<file path="config.mk">
export PLATFORM = sky130hd
export DESIGN_NAME = fbirq_ctrl
export DESIGN_NICKNAME = d
export VERILOG_FILES = /design/src/rtl/fbirq_pkg.sv /design/src/rtl/fbirq_base_shadow.sv /design/src/rtl/fbirq_status.sv /design/src/rtl/fbirq_ctrl.sv
export SDC_FILE = /design/constraint.sdc
export NUM_CORES = 1
export LEC_CHECK = 0
export ABC_CLOCK_PERIOD_IN_PS = 1770
export BUFFER_PORTS_ARGS = -buffer_cell sky130_fd_sc_hd__buf_4
export CAP_MARGIN = 20
export CORE_UTILIZATION = 50
export CTS_BUF_LIST = sky130_fd_sc_hd__clkbuf_16
export CTS_CLUSTER_SIZE = 28
export DETAILED_ROUTE_END_ITERATION = 10
export PLACE_DENSITY = 0.83
export SETUP_SLACK_MARGIN = 0.1
export SLEW_MARGIN = 0
export SYNTH_ARGS = -nofsm -noshare
export SYNTH_HDL_FRONTEND = slang
export SYNTH_SLANG_ARGS = --single-unit
</file>
<file path="constraint.sdc">
create_clock -name clk -period 1.77 [get_ports clk]
set_input_delay 0.354 -clock clk [delete_from_list [all_inputs] [get_ports clk]]
set_output_delay 0.354 -clock clk [all_outputs]
set_load 0.02 [all_outputs]
</file>
<file path="src/rtl/fbirq_pkg.sv">
package fbirq_pkg;
   localparam int ADDR_W = 3;

   typedef enum logic [ADDR_W-1:0] {
      REG_SHADOW = 3'd0,
      REG_ACTIVE = 3'd1,
      REG_ENABLE = 3'd2,
      REG_RAW    = 3'd3,
      REG_MASKED = 3'd4,
      REG_CLEAR  = 3'd5
   } reg_addr_e;
endpackage

</file>
<file path="src/rtl/fbirq_base_shadow.sv">
module fbirq_base_shadow #(
   parameter int DATA_W     = 32,
   parameter int ALIGN_BITS = 2,
   parameter logic [DATA_W-1:0] RESET_BASE = '0
) (
   input  logic              clk,
   input  logic              rst_n,
   input  logic              wr_en,
   input  logic [DATA_W-1:0] wr_data,
   input  logic              frame_start,
   output logic [DATA_W-1:0] shadow_q,
   output logic [DATA_W-1:0] active_q,
   output logic              load_pulse
);
   localparam logic [DATA_W-1:0] LOW_MASK = DATA_W'((64'd1 << ALIGN_BITS) - 64'd1);

   logic              pending_q;
   logic [DATA_W-1:0] aligned;

   assign aligned    = wr_data & ~LOW_MASK;
   assign load_pulse = frame_start & pending_q;

   always_ff @(posedge clk or negedge rst_n) begin
      if (!rst_n) begin
         shadow_q  <= RESET_BASE;
         active_q  <= RESET_BASE;
         pending_q <= 1'b0;
      end else begin
         if (wr_en)      shadow_q <= aligned;
         if (load_pulse) active_q <= shadow_q;
         pending_q <= wr_en | (pending_q & ~frame_start);
      end
   end

   // no load, active base holds
   a_r3_active_holds : assert property (@(posedge clk) disable iff (!rst_n)
      !load_pulse |=> $stable(active_q));
   // load takes the pre-edge shadow value
   a_r4_load_copies : assert property (@(posedge clk) disable iff (!rst_n)
      load_pulse |=> active_q == $past(shadow_q));
   // a write in the load cycle stays pending for the next pulse
   a_r5_write_stays_pending : assert property (@(posedge clk) disable iff (!rst_n)
      (wr_en && frame_start) |=> pending_q);
endmodule

</file>
<file path="src/rtl/fbirq_status.sv">
module fbirq_status #(
   parameter int NUM_SRC        = 5,
   parameter bit IRQ_REGISTERED = 1'b1
) (
   input  logic               clk,
   input  logic               rst_n,
   input  logic [NUM_SRC-1:0] set_vec,
   input  logic [NUM_SRC-1:0] clr_vec,
   input  logic [NUM_SRC-1:0] en_vec,
   output logic [NUM_SRC-1:0] raw_q,
   output logic [NUM_SRC-1:0] masked,
   output logic               irq
);
   for (genvar i = 0; i < NUM_SRC; i++) begin : g_bit
      always_ff @(posedge clk or negedge rst_n) begin
         if (!rst_n)          raw_q[i] <= 1'b0;
         else if (set_vec[i]) raw_q[i] <= 1'b1;
         else if (clr_vec[i]) raw_q[i] <= 1'b0;
      end
   end

   assign masked = raw_q & en_vec;

   if (IRQ_REGISTERED) begin : g_irq_reg
      logic irq_q;
      always_ff @(posedge clk or negedge rst_n) begin
         if (!rst_n) irq_q <= 1'b0;
         else        irq_q <= |masked;
      end
      assign irq = irq_q;
      // line follows the previous cycle's masked status
      a_r9_irq_delayed : assert property (@(posedge clk) disable iff (!rst_n)
         1'b1 |=> irq == $past(|masked));
   end else begin : g_irq_comb
      assign irq = |masked;
   end

   // cleared bits without a set go low
   a_r7_clear_ones : assert property (@(posedge clk) disable iff (!rst_n)
      ((clr_vec & ~set_vec) != '0) |=> ((raw_q & $past(clr_vec & ~set_vec)) == '0));
   // set wins
   a_r8_set_wins : assert property (@(posedge clk) disable iff (!rst_n)
      (set_vec != '0) |=> ((raw_q & $past(set_vec)) == $past(set_vec)));
endmodule

</file>
<file path="src/rtl/fbirq_ctrl.sv">
module fbirq_ctrl #(
   parameter int DATA_W         = 32,
   parameter int NUM_SRC        = 5,
   parameter int NBU_BIT        = 2,
   parameter int ALIGN_BITS     = 2,
   parameter bit IRQ_REGISTERED = 1'b1,
   parameter logic [DATA_W-1:0] RESET_BASE = '0
) (
   input  logic                        clk,
   input  logic                        rst_n,
   input  logic                        bus_sel,
   input  logic                        bus_wr,
   input  logic [fbirq_pkg::ADDR_W-1:0] bus_addr,
   input  logic [DATA_W-1:0]           bus_wdata,
   output logic [DATA_W-1:0]           bus_rdata,
   input  logic                        frame_start,
   input  logic [NUM_SRC-1:0]          src_evt,
   output logic [DATA_W-1:0]           base_o,
   output logic                        irq_o
);
   import fbirq_pkg::*;

   localparam logic [NUM_SRC-1:0] NBU_ONEHOT = NUM_SRC'(1) << NBU_BIT;

   if (NBU_BIT >= NUM_SRC)    begin : g_chk_bit   $error("NBU_BIT outside status");  end
   if (NUM_SRC > DATA_W)      begin : g_chk_src   $error("NUM_SRC wider than bus");  end
   if (ALIGN_BITS >= DATA_W)  begin : g_chk_align $error("ALIGN_BITS too large");    end

   logic               wr_cyc, rd_cyc;
   logic [DATA_W-1:0]  shadow_q, active_q;
   logic               load_pulse;
   logic [NUM_SRC-1:0] en_q, set_vec, clr_vec, raw_q, masked;

   assign wr_cyc = bus_sel & bus_wr;
   assign rd_cyc = bus_sel & ~bus_wr;

   fbirq_base_shadow #(
      .DATA_W(DATA_W), .ALIGN_BITS(ALIGN_BITS), .RESET_BASE(RESET_BASE)
   ) u_base (
      .clk(clk), .rst_n(rst_n),
      .wr_en(wr_cyc && bus_addr == REG_SHADOW),
      .wr_data(bus_wdata),
      .frame_start(frame_start),
      .shadow_q(shadow_q), .active_q(active_q), .load_pulse(load_pulse)
   );

   always_ff @(posedge clk or negedge rst_n) begin
      if (!rst_n)                               en_q <= '0;
      else if (wr_cyc && bus_addr == REG_ENABLE) en_q <= bus_wdata[NUM_SRC-1:0];
   end

   always_comb begin
      set_vec = (src_evt & ~NBU_ONEHOT) | (load_pulse ? NBU_ONEHOT : '0);
      clr_vec = (wr_cyc && bus_addr == REG_CLEAR) ? bus_wdata[NUM_SRC-1:0] : '0;
   end

   fbirq_status #(
      .NUM_SRC(NUM_SRC), .IRQ_REGISTERED(IRQ_REGISTERED)
   ) u_stat (
      .clk(clk), .rst_n(rst_n),
      .set_vec(set_vec), .clr_vec(clr_vec), .en_vec(en_q),
      .raw_q(raw_q), .masked(masked), .irq(irq_o)
   );

   always_comb begin
      bus_rdata = '0;
      if (rd_cyc) begin
         case (bus_addr)
            REG_SHADOW: bus_rdata = shadow_q;
            REG_ACTIVE: bus_rdata = active_q;
            REG_ENABLE: bus_rdata = DATA_W'(en_q);
            REG_RAW:    bus_rdata = DATA_W'(raw_q);
            REG_MASKED: bus_rdata = DATA_W'(masked);
            default:    bus_rdata = '0;
         endcase
      end
   end

   assign base_o = active_q;

   // enable zero and not being rewritten keeps the line low
   a_r9_disabled_low : assert property (@(posedge clk) disable iff (!rst_n)
      (en_q == '0 && !(wr_cyc && bus_addr == REG_ENABLE)) |=> !irq_o);
   // an external pulse on the base-load bit alone never sets it
   a_r10_nbu_ext_ignored : assert property (@(posedge clk) disable iff (!rst_n)
      (!load_pulse && !raw_q[NBU_BIT]) |=> !raw_q[NBU_BIT]);
endmodule

</file>
Word level (Yosys, flattened, before mapping). Cells that the tools add are included.

Equality and inequality tests: 5. Multiplexer cells: 14. Bitwise operators: 9. Reductions and logical operators: 10.

Operators with widths (count): one-hot mux 32 bit (5 select lines) (1); 2-to-1 mux 32 bit (1); 2-to-1 mux 1 bit (10); nonzero test 2 bit (5); equality test 3 x 2 -> 1 bit, second input constant (2); equality test 3 bit, second input constant (2); AND 5 bit (1); 2-to-1 mux 5 bit (1); OR 5 x 3 -> 5 bit (1); OR reduction 5 bit (1); AND 1 bit (4); equality test 3 x 1 -> 1 bit, second input constant (1); logical AND 1 bit (3); logical NOT 3 bit (1); 2-to-1 mux 3 bit (1); NOT 1 bit (2); OR 1 bit (1).

Bits in registers: 72. Input bits: 45. Word-level logic and storage cells: 48.

Logic depth before layout (Yosys ltp). Gate-level depths: netlist (run 1).

Depth in word-level cells: 5. Gate-level depth with buffers: 5.

Cells and area by module. A second synthesis (run 1) with hierarchy kept.

Cells, all modules: 281. Area total of the unflattened synthesis: 3704.8 sq um.

By module, submodules not included: fbirq_base_shadow (instances 1, cells each 136, area each 2422.3 sq um); fbirq_ctrl (instances 1, cells each 122, area each 1021.0 sq um); fbirq_status (instances 1, cells each 23, area each 261.5 sq um).

Worst setup path after synthesis (run 1). OpenSTA, ideal clock, no wires.

Path kind: input port to output port. From: in bus_addr[0] (netlist name). To: out bus_rdata[11]. Arrival: 1.450 ns. Data required time: 1.416 ns. Path slack: -0.034 ns. Stages: 5. Path buffers: 2. Path through: buf_6 nor3_2 buf_6 a22oi_1 nor2_1.

Cells in the longest elaborated chain, start to end: 3.

RTL lines: start, declared (RTL line fbirq_ctrl.sv:13) `input logic [fbirq_pkg::ADDR_W-1:0] bus_addr,`; equality test 3 bit, or another cell as far along (RTL line fbirq_ctrl.sv:68) `case (bus_addr)`; one-hot mux 32 bit (5 select lines) (*) (RTL line fbirq_ctrl.sv:68); 2-to-1 mux 32 bit (*) (RTL line fbirq_ctrl.sv:67) `if (rd_cyc) begin`; end, declared (RTL line fbirq_ctrl.sv:15) `output logic [DATA_W-1:0] bus_rdata,`.

Every way passes the cells marked *; elsewhere a longest branch is shown, timed or not.

Worst setup path in the final report (run 1).
From: reg u_stat.raw_q[4]. To: out bus_rdata[4].

Cells in the longest elaborated chain, start to end: 3.

RTL lines: start, declared (RTL line fbirq_status.sv:10) `output logic [NUM_SRC-1:0] raw_q,`; start signal, assigned by index (RTL line fbirq_status.sv:16) `if (!rst_n) raw_q[i] <= 1'b0;`; start signal, assigned by index (RTL line fbirq_status.sv:17) `else if (set_vec[i]) raw_q[i] <= 1'b1;`; start signal, assigned by index (RTL line fbirq_status.sv:18) `else if (clr_vec[i]) raw_q[i] <= 1'b0;`; AND 5 bit (RTL line fbirq_status.sv:22) `assign masked = raw_q & en_vec;`; one-hot mux 32 bit (5 select lines) (*) (RTL line fbirq_ctrl.sv:68); 2-to-1 mux 32 bit (*) (RTL line fbirq_ctrl.sv:67).

Marks and branches as above.

==> metrics.yaml, run 1 <==
final_layout:
  area_growth_pct: 58.7
  fin_nets: 454
  layout-drive-gt1-share_pct: 71.7
  finish.utilization_pct: 83.3
  stdcell_area_sq_mm: 0.00538
  diodes: 0
logic_synthesis:
  yosys.area.top_type_share_pct: 53.2
  ys_types: 28
  synth-seq-cells: 72
  avgSynthCellArea_sq_um: 12.7
  yosys_warnings: 0
  synth_area_leader_cell: "dfrtp_1"
  synth_area_sq_mm: 0.00339
  yosys-top-cells-area: "dfrtp_1 (53%), mux2_2 (23%), a22oi_1 (6.2%)"
  seq_area_frac_synth_pct: 53.2
  synthCells: 267
clock_network:
  htree_num_levels: 3
  numCtsBuffers: 9
  cts_tree: "yes"
  clkTransAtPathRegs_ps: 60
  clock_latency_ps: 320
  cts_root_buf: "clkbuf_16"
  numClockSinks: 72
  clockBufferDepth: 2
drt:
  drt_iter0_markers: 184
  drc: 7
  vias_per_cell: 5.85
  ant_nets: 0
  dr_total_vias: 2872
  wl_mm: 10.2
  detail_route.wl_per_cell_um: 20.8
  drt_pre_antenna_iters: 7
setup_path:
  end_kind: "output port"
  critPathMaxFanout: 4
  crit_type: "reg2out"
  worst_r2r_path_depth: 3
  required_ps: 1420
  cp.arrival_ps: 1400
  start_kind: "flip-flop"
  r2r-end: "u_base.active_q[17]$_DFFE_PN0P_"
  regToRegStartpoint: "u_base.pending_q$_DFF_PN0_"
  r2r_slack_ps: 500
global_route:
  grt.total_usage_pct: 27.5
  antenna_found_initial: 0
  grt_pass1_wl_mm: 14.9
  grt_max_degree: 43
  grt_pass1_vias: 2923
  grt-ovfl-total: 0
floorplan:
  die-area_sq_mm: 0.00711
  pin_count: 110
  std_cell_rows: 29
  initial_core_util_pct: 52.5
  core_area_sq_mm: 0.00646
  dieWidth_um: 84.3
  die-height_um: 84.3
sta:
  clock_skew_ps: 2.79
  finalCriticalPeriod_ps: 1750
  fmax_mhz: 570
  period_share_pct: 99.1
  hold_violations: 0
  final.setup.tns_ps: 0
  setup_viol: 0
  rsz0062_at_grt: "yes"
  maxSlewViolCount: 0
power_and_ir_drop:
  cellLeakagePower_nw: 2.39
  peakVddDrop_uv: 715
  powerDensity_mw_per_mm2: 1100
placement:
  gp_congestion: 0.885
  place_area_sq_mm: 0.00441
  port_buffers: 106
  dp_hpwl_mm: 5.47
worst_hold_path:
  hp-start: "src_evt[3]"
  hold_class: "in2reg"
  min_path_cells: 2
  holdPathEnd: "u_stat.raw_q[3]$_DFFE_PN0P_"
run:
  drv_cap: 0
status:
  failed_checks: "DRC"
  outcome: "finished, violations left"
==> timing repair <==
| action | 4_1_cts | 5_1_grt |
|---|---|---|
| endpoints found under the setup margin | 32 | 32 |
| gates cloned | 3 | 2 |
| hold buffers | 1 | 0 |
| resized for setup | 32 | 54 |
| hold endpoints to repair | 12 | 0 |
| buffers inserted | 9 | 13 |
| pin swaps | 8 | 30 |
==> Yosys cell counts <==
cell type,count
buf_2,7
nand4b_1,3
clkbuf_1,3
conb_1,1
mux2_2,68
nor3_2,1
dfrtp_1,72
nor2_1,28
nor2b_1,1
mux2_1,2
nand4_1,2
nor4b_4,1
and4b_1,1
a222oi_1,1
a21oi_1,8
buf_4,7
nand3b_1,4
o21ai_0,1
buf_6,3
inv_1,1
nor4b_1,3
a22oi_1,28
a21o_1,8
nor4_2,1
nand3_1,5
nor3b_4,1
nand2_1,5
a22o_1,1
==> stage by stage <==
| step | setup slack [ps] | total power, mW | instances | hold WS, ps |
|---|---|---|---|---|
| final | 15.8 | 5.91 | 491 | 205 |
| after global routing | -51.5 | 6.17 | 491 | 203 |
| after CTS | 40.8 | 5.74 | 476 | 204 |
| after detailed placement | -44.9 | 3.88 | 447 | 225 |
| after global placement | 15.3 | 3.80 | 447 | 222 |
| after floorplan | 118 | 3.19 | 268 | 58.4 |
==> cell usage in the layout, fill, tap and decap left out, types with 2 or more instances in the layout <==
master,netlist,layout
a22oi_2,0,26
dfrtp_1,72,72
nor4b_2,0,3
mux2_1,2,2
a21oi_2,0,7
nor2_2,0,22
nand3_1,5,5
nand4b_1,3,3
inv_1,1,2
buf_12,0,7
nand2_1,5,4
buf_4,7,109
nand3b_1,4,4
clkinv_2,0,2
a21o_1,8,8
clkbuf_16,0,11
mux2_2,68,64
nand4_1,2,2
buf_16,0,5
conb_1,1,2
a22oi_1,28,2
buf_6,3,25
mux2_4,0,4
nor2_1,28,6
==> worst max path at each step <==
stage               slack, ps             to                        start
floorplan                 120  bus_rdata[11]                  bus_addr[2]
global placement           20   bus_rdata[6]                  bus_addr[0]
detailed placement        -40   bus_rdata[1]                  bus_addr[0]
CTS                        40   bus_rdata[3]          en_q[3]$_DFFE_PN0P_
global route              -50   bus_rdata[4]          en_q[4]$_DFFE_PN0P_
finish                     20   bus_rdata[4]  u_stat.raw_q[4]$_DFFE_PN0P_
==> final cells by class <==
class                      instances  area [sq um]
clock buffer                       9           225
clock inverter                     7          63.8
fill                             331          1080
inverter                           1          3.75
multi-input combinational        175          1740
sequential                        72          1800
tap                               77          96.3
timing repair buffer             150          1450
==> registers in the layout, summed over array words and instances, names as in the netlist <==
register          cells
u_base.active_q      30
u_base.pending_q      1
u_stat.irq            1
u_stat.raw_q          5
u_base.shadow_q      30
en_q                  5
==> layer usage <==
layer,part of all wire (%),vias to the layer above,track usage [%]
met5,0,-,0
met4,1.9,0,12.6
met3,6.3,17,5.60
met2,51,124,46.6
met1,41,1466,34.1
li1,-,1265,-
==> worst max-delay path: stages (launching register included) <==
cell and delay [ps]:
dfrtp_1 420, mux2_4 280, a21oi_2 150, a21oi_2 70, buf_4 150
==> cells by family after synthesis <==
kind of cell | after synthesis | share of synthesized area, %
compound gates | 47 | 9.86
buf+inv | 21 | 4.02
flops | 72 | 53.2
mux | 70 | 23.3
other cells | 1 | 0.111
simple gates | 56 | 9.60
==> where the power goes <==
part / switching [mW] / internal, mW
combinational: 0.772 / 0.919
clock: 0.668 / 1.08
sequential: 0.406 / 2.07
No activity file was read; power rests on OpenSTA's default activity.
==> inputs of run 2 (changes only) <==
ABC_AREA = 1   (was unset)
PLACE_DENSITY = 0.82   (was 0.83)
SLEW_MARGIN = unset   (was 0)
SYNTH_HIERARCHICAL = 1   (was unset)
==> run 2 against run 1 <==
  * The flow finishes with violations (hold timing)
  * Area after synthesis is 10% higher
  * Sequential cell count stayed put
  * Count of clock-buffer cells in the layout stayed put
  * Register-to-register slack better by 270 ps
  * Cell count is 40% higher
  * Via count is 33% higher
  * Sequential power hardly changed
  * Critical path depth is 3 higher
  * First-iteration DRC count grew to 2.6 times the previous value
  * Largest power group unchanged
  * Highest routed layer unchanged
==> metrics.yaml, run 2 <==
floorplan:
  initial_core_util_pct: 51.5  # -0.95 points
  std_cell_rows: 31  # +6.9%
  die-height_um: 88.5  # +4.9%
  core_area_sq_mm: 0.00725  # +12%
  die-area_sq_mm: 0.00782  # +10%
  dieWidth_um: 88.5  # +4.9%
  pin_count: 110  # unchanged
sta:
  timing.slew.headroom_pct: 66.3
  fmax_mhz: 576  # +1.1%
  clock_skew_ps: 5.91  # +3.12 ps
  hold_violations: 3  # +3
  fin_ws_ps: 35.0  # +19.2 ps
  whs_ps: -8.06  # -213 ps
  maxSlewViolCount: 0  # unchanged
  rsz0062_at_grt: "yes"
  period_share_pct: 98.0  # -1.1 points
  final.setup.tns_ps: 0  # unchanged
  setup_viol: 0  # unchanged
  finalCriticalPeriod_ps: 1730  # -19.2 ps
  worstMarginPinSlew_ps: 505
clock_network:
  clock_latency_ps: 330  # about the same
  clkTransAtPathRegs_ps: 60  # about the same
  clockBufferDepth: 2  # unchanged
  htree_num_levels: 3  # unchanged
  cts_tree: "yes"
  cts_root_buf: "clkbuf_16"
  cts_hold_buf: 0  # -1
  numCtsBuffers: 9  # unchanged
  numClockSinks: 72  # unchanged
logic_synthesis:
  yosys.area.top_type_share_pct: 48.2  # -4.9 points
  synth_area_leader_cell: "dfrtp_1"
  ys_top_cells_by_count: "nand2_1 (107), nand3_1 (73), dfrtp_1 (72), inv_1 (53), nand4_1 (40)"
  avgSynthCellArea_sq_um: 7.75  # -39%
  ys_types: 22  # -21%
  seq_area_frac_synth_pct: 48.2  # -4.9 points
  synthArstFlopShare_pct: 100  # unchanged
  synth_area_sq_mm: 0.00374  # +10%
  yosys-top-cells-area: "dfrtp_1 (48%), nand2_1 (11%), nand3_1 (9.8%)"
  synth-seq-cells: 72  # unchanged
  synth-edff-count: 0  # unchanged
  synthCells: 482  # +81%
  synth_ff_type: "dfrtp_1"
  yosysMostFrequentCell: "nand2_1"
  yosys_warnings: 6  # +6
setup_path:
  required_ps: 1420  # about the same
  path_common_cell: "buf_4"
  worst_r2r_path_depth: 3  # unchanged
  cp_slowest_cell: "o21ai_0"
  startpoint: "bus_addr[2]"
  worstPathCellList: "buf_4 -> inv_4 -> nand3_1 -> o21ai_0 -> nor2_2 -> nor2_1 -> buf_4"
  critPathMaxFanout: 8  # +4
  r2r_slack_ps: 770  # +270 ps
  cp.arrival_ps: 1380  # -20 ps
  regToRegStartpoint: "u_base/pending_q$_DFF_PN0_"
  crit_type: "in2out"
  r2r-end: "u_base/active_q[7]$_DFFE_PN0P_"
  end_kind: "output port"
  start_kind: "input pin"
  slowest_delay_ps: 240  # -180 ps
power_and_ir_drop:
  peakVddDrop_uv: 566  # -21%
  powerDensity_mw_per_mm2: 1110  # +0.76%
  cellLeakagePower_nw: 2.54  # +6.4%
placement:
  dp_cells: 670  # +50%
  place_ws_ps: 102  # +147 ps
  port_buffers: 106  # unchanged
  dp_hpwl_mm: 6.77  # +24%
  gp_congestion: 0.843  # -4.7%
status:
  outcome: "finished, violations left"
  failed_checks: "hold timing"
global_route:
  grt_pass1_vias: 3396  # +16%
  grt-ovfl-total: 0  # unchanged
  grt_max_degree: 54  # +26%
  antenna_found_initial: 0  # unchanged
  grt_pass1_wl_mm: 15.7  # +5.5%
  grt.total_usage_pct: 26.2  # -1.3 points
drt:
  vias_per_cell: 5.54  # -5.3%
  detail_route.wl_per_cell_um: 15.3  # -26%
  drt_iter0_markers: 476  # +160%
  wl_mm: 10.6  # +3.2%
  drt_pre_antenna_iters: 5  # -2
  ant_nets: 0  # unchanged
  drc: 0  # -7
  dr_total_vias: 3818  # +33%
final_layout:
  layout-drive-gt1-share_pct: 25.9  # -46 points
  diodes: 0  # unchanged
  layout_common_cells: "buf_4 (121), nand2_1 (107), nand3_1 (73)"
  area_growth_pct: 34.5
  stdcell_count: 689  # +40%
  fin_nets: 631  # +39%
  final_common_cell: "buf_4"
  reg_top3: "u_base/active_q x30, u_base/shadow_q x30"
run:
  drv_cap: 0  # unchanged
worst_hold_path:
  hold_class: "in2async"
run 2: worst max-delay path by stage:
stage,endpoint,cells past startpoint
3_5_place_dp,bus_rdata[3],8
3_3_place_gp,bus_rdata[3],7
5_1_grt,bus_rdata[2],7
4_1_cts,bus_rdata[2],7
2_1_floorplan,bus_rdata[10],5
6_report,bus_rdata[2],7
run 2: cells by family (layout without fill, tap and decap cells):
logic type	Yosys count	after routing	synth area share (%)
and+or+nand+nor	240	240	29.8
buffers and inverters	98	203	12.0
DFF	72	72	48.2
AOI/OAI and AO/OA	71	71	9.91
other	1	4	0.100
run 2: what timing repair did:
item                                    4_1_cts  5_1_grt
gates resized for setup                       0        4
gates cloned                                  0        2
setup buffers                                 0        2
pin swaps                                     0        2
endpoints found under the setup margin        3       11
run 2: area by class of cell:
type / count / area, sq um
Inverter: 56 / 216
Clock buffer: 9 / 225
Clock inverter: 6 / 30.0
Multi-Input combinational cell: 315 / 1510
Sequential cell: 72 / 1800
Timing Repair Buffer: 132 / 1120
Fill cell: 588 / 2230
Tap cell: 99 / 124
run 2: per-layer routing:
metal	vias up	GRT usage, %	wire length (um)
li1	1794	-	-
met1	1758	33.7	4370
met2	240	43.8	5050
met3	26	4.10	914
met4	0	11.6	220
met5	-	0	0
run 2: stage by stage:
step	cell area, sq um	hold WS, ps	total power [mW]	utilization [%]
floorplan	3750	58.4	3.23	-
global placement	4690	346	3.91	64.7
detailed placement	4690	356	3.98	64.7
CTS	4950	9.91	5.55	68.2
global route	5030	31.7	5.84	69.3
finish	5030	-8.06	5.57	69.3
run 2: report_power, final:
part,internal [mW],leakage [nW],total [mW],switching (mW)
registers,2.08,0.854,2.44,0.368
clock network,0.921,0.135,1.57,0.647
logic,0.656,1.55,1.55,0.896
run 2: critical path, delay by kind of cell:
family	cells	cell delay (ps)
buf+inv	3	440
simple gates	3	330
compound gates	1	240
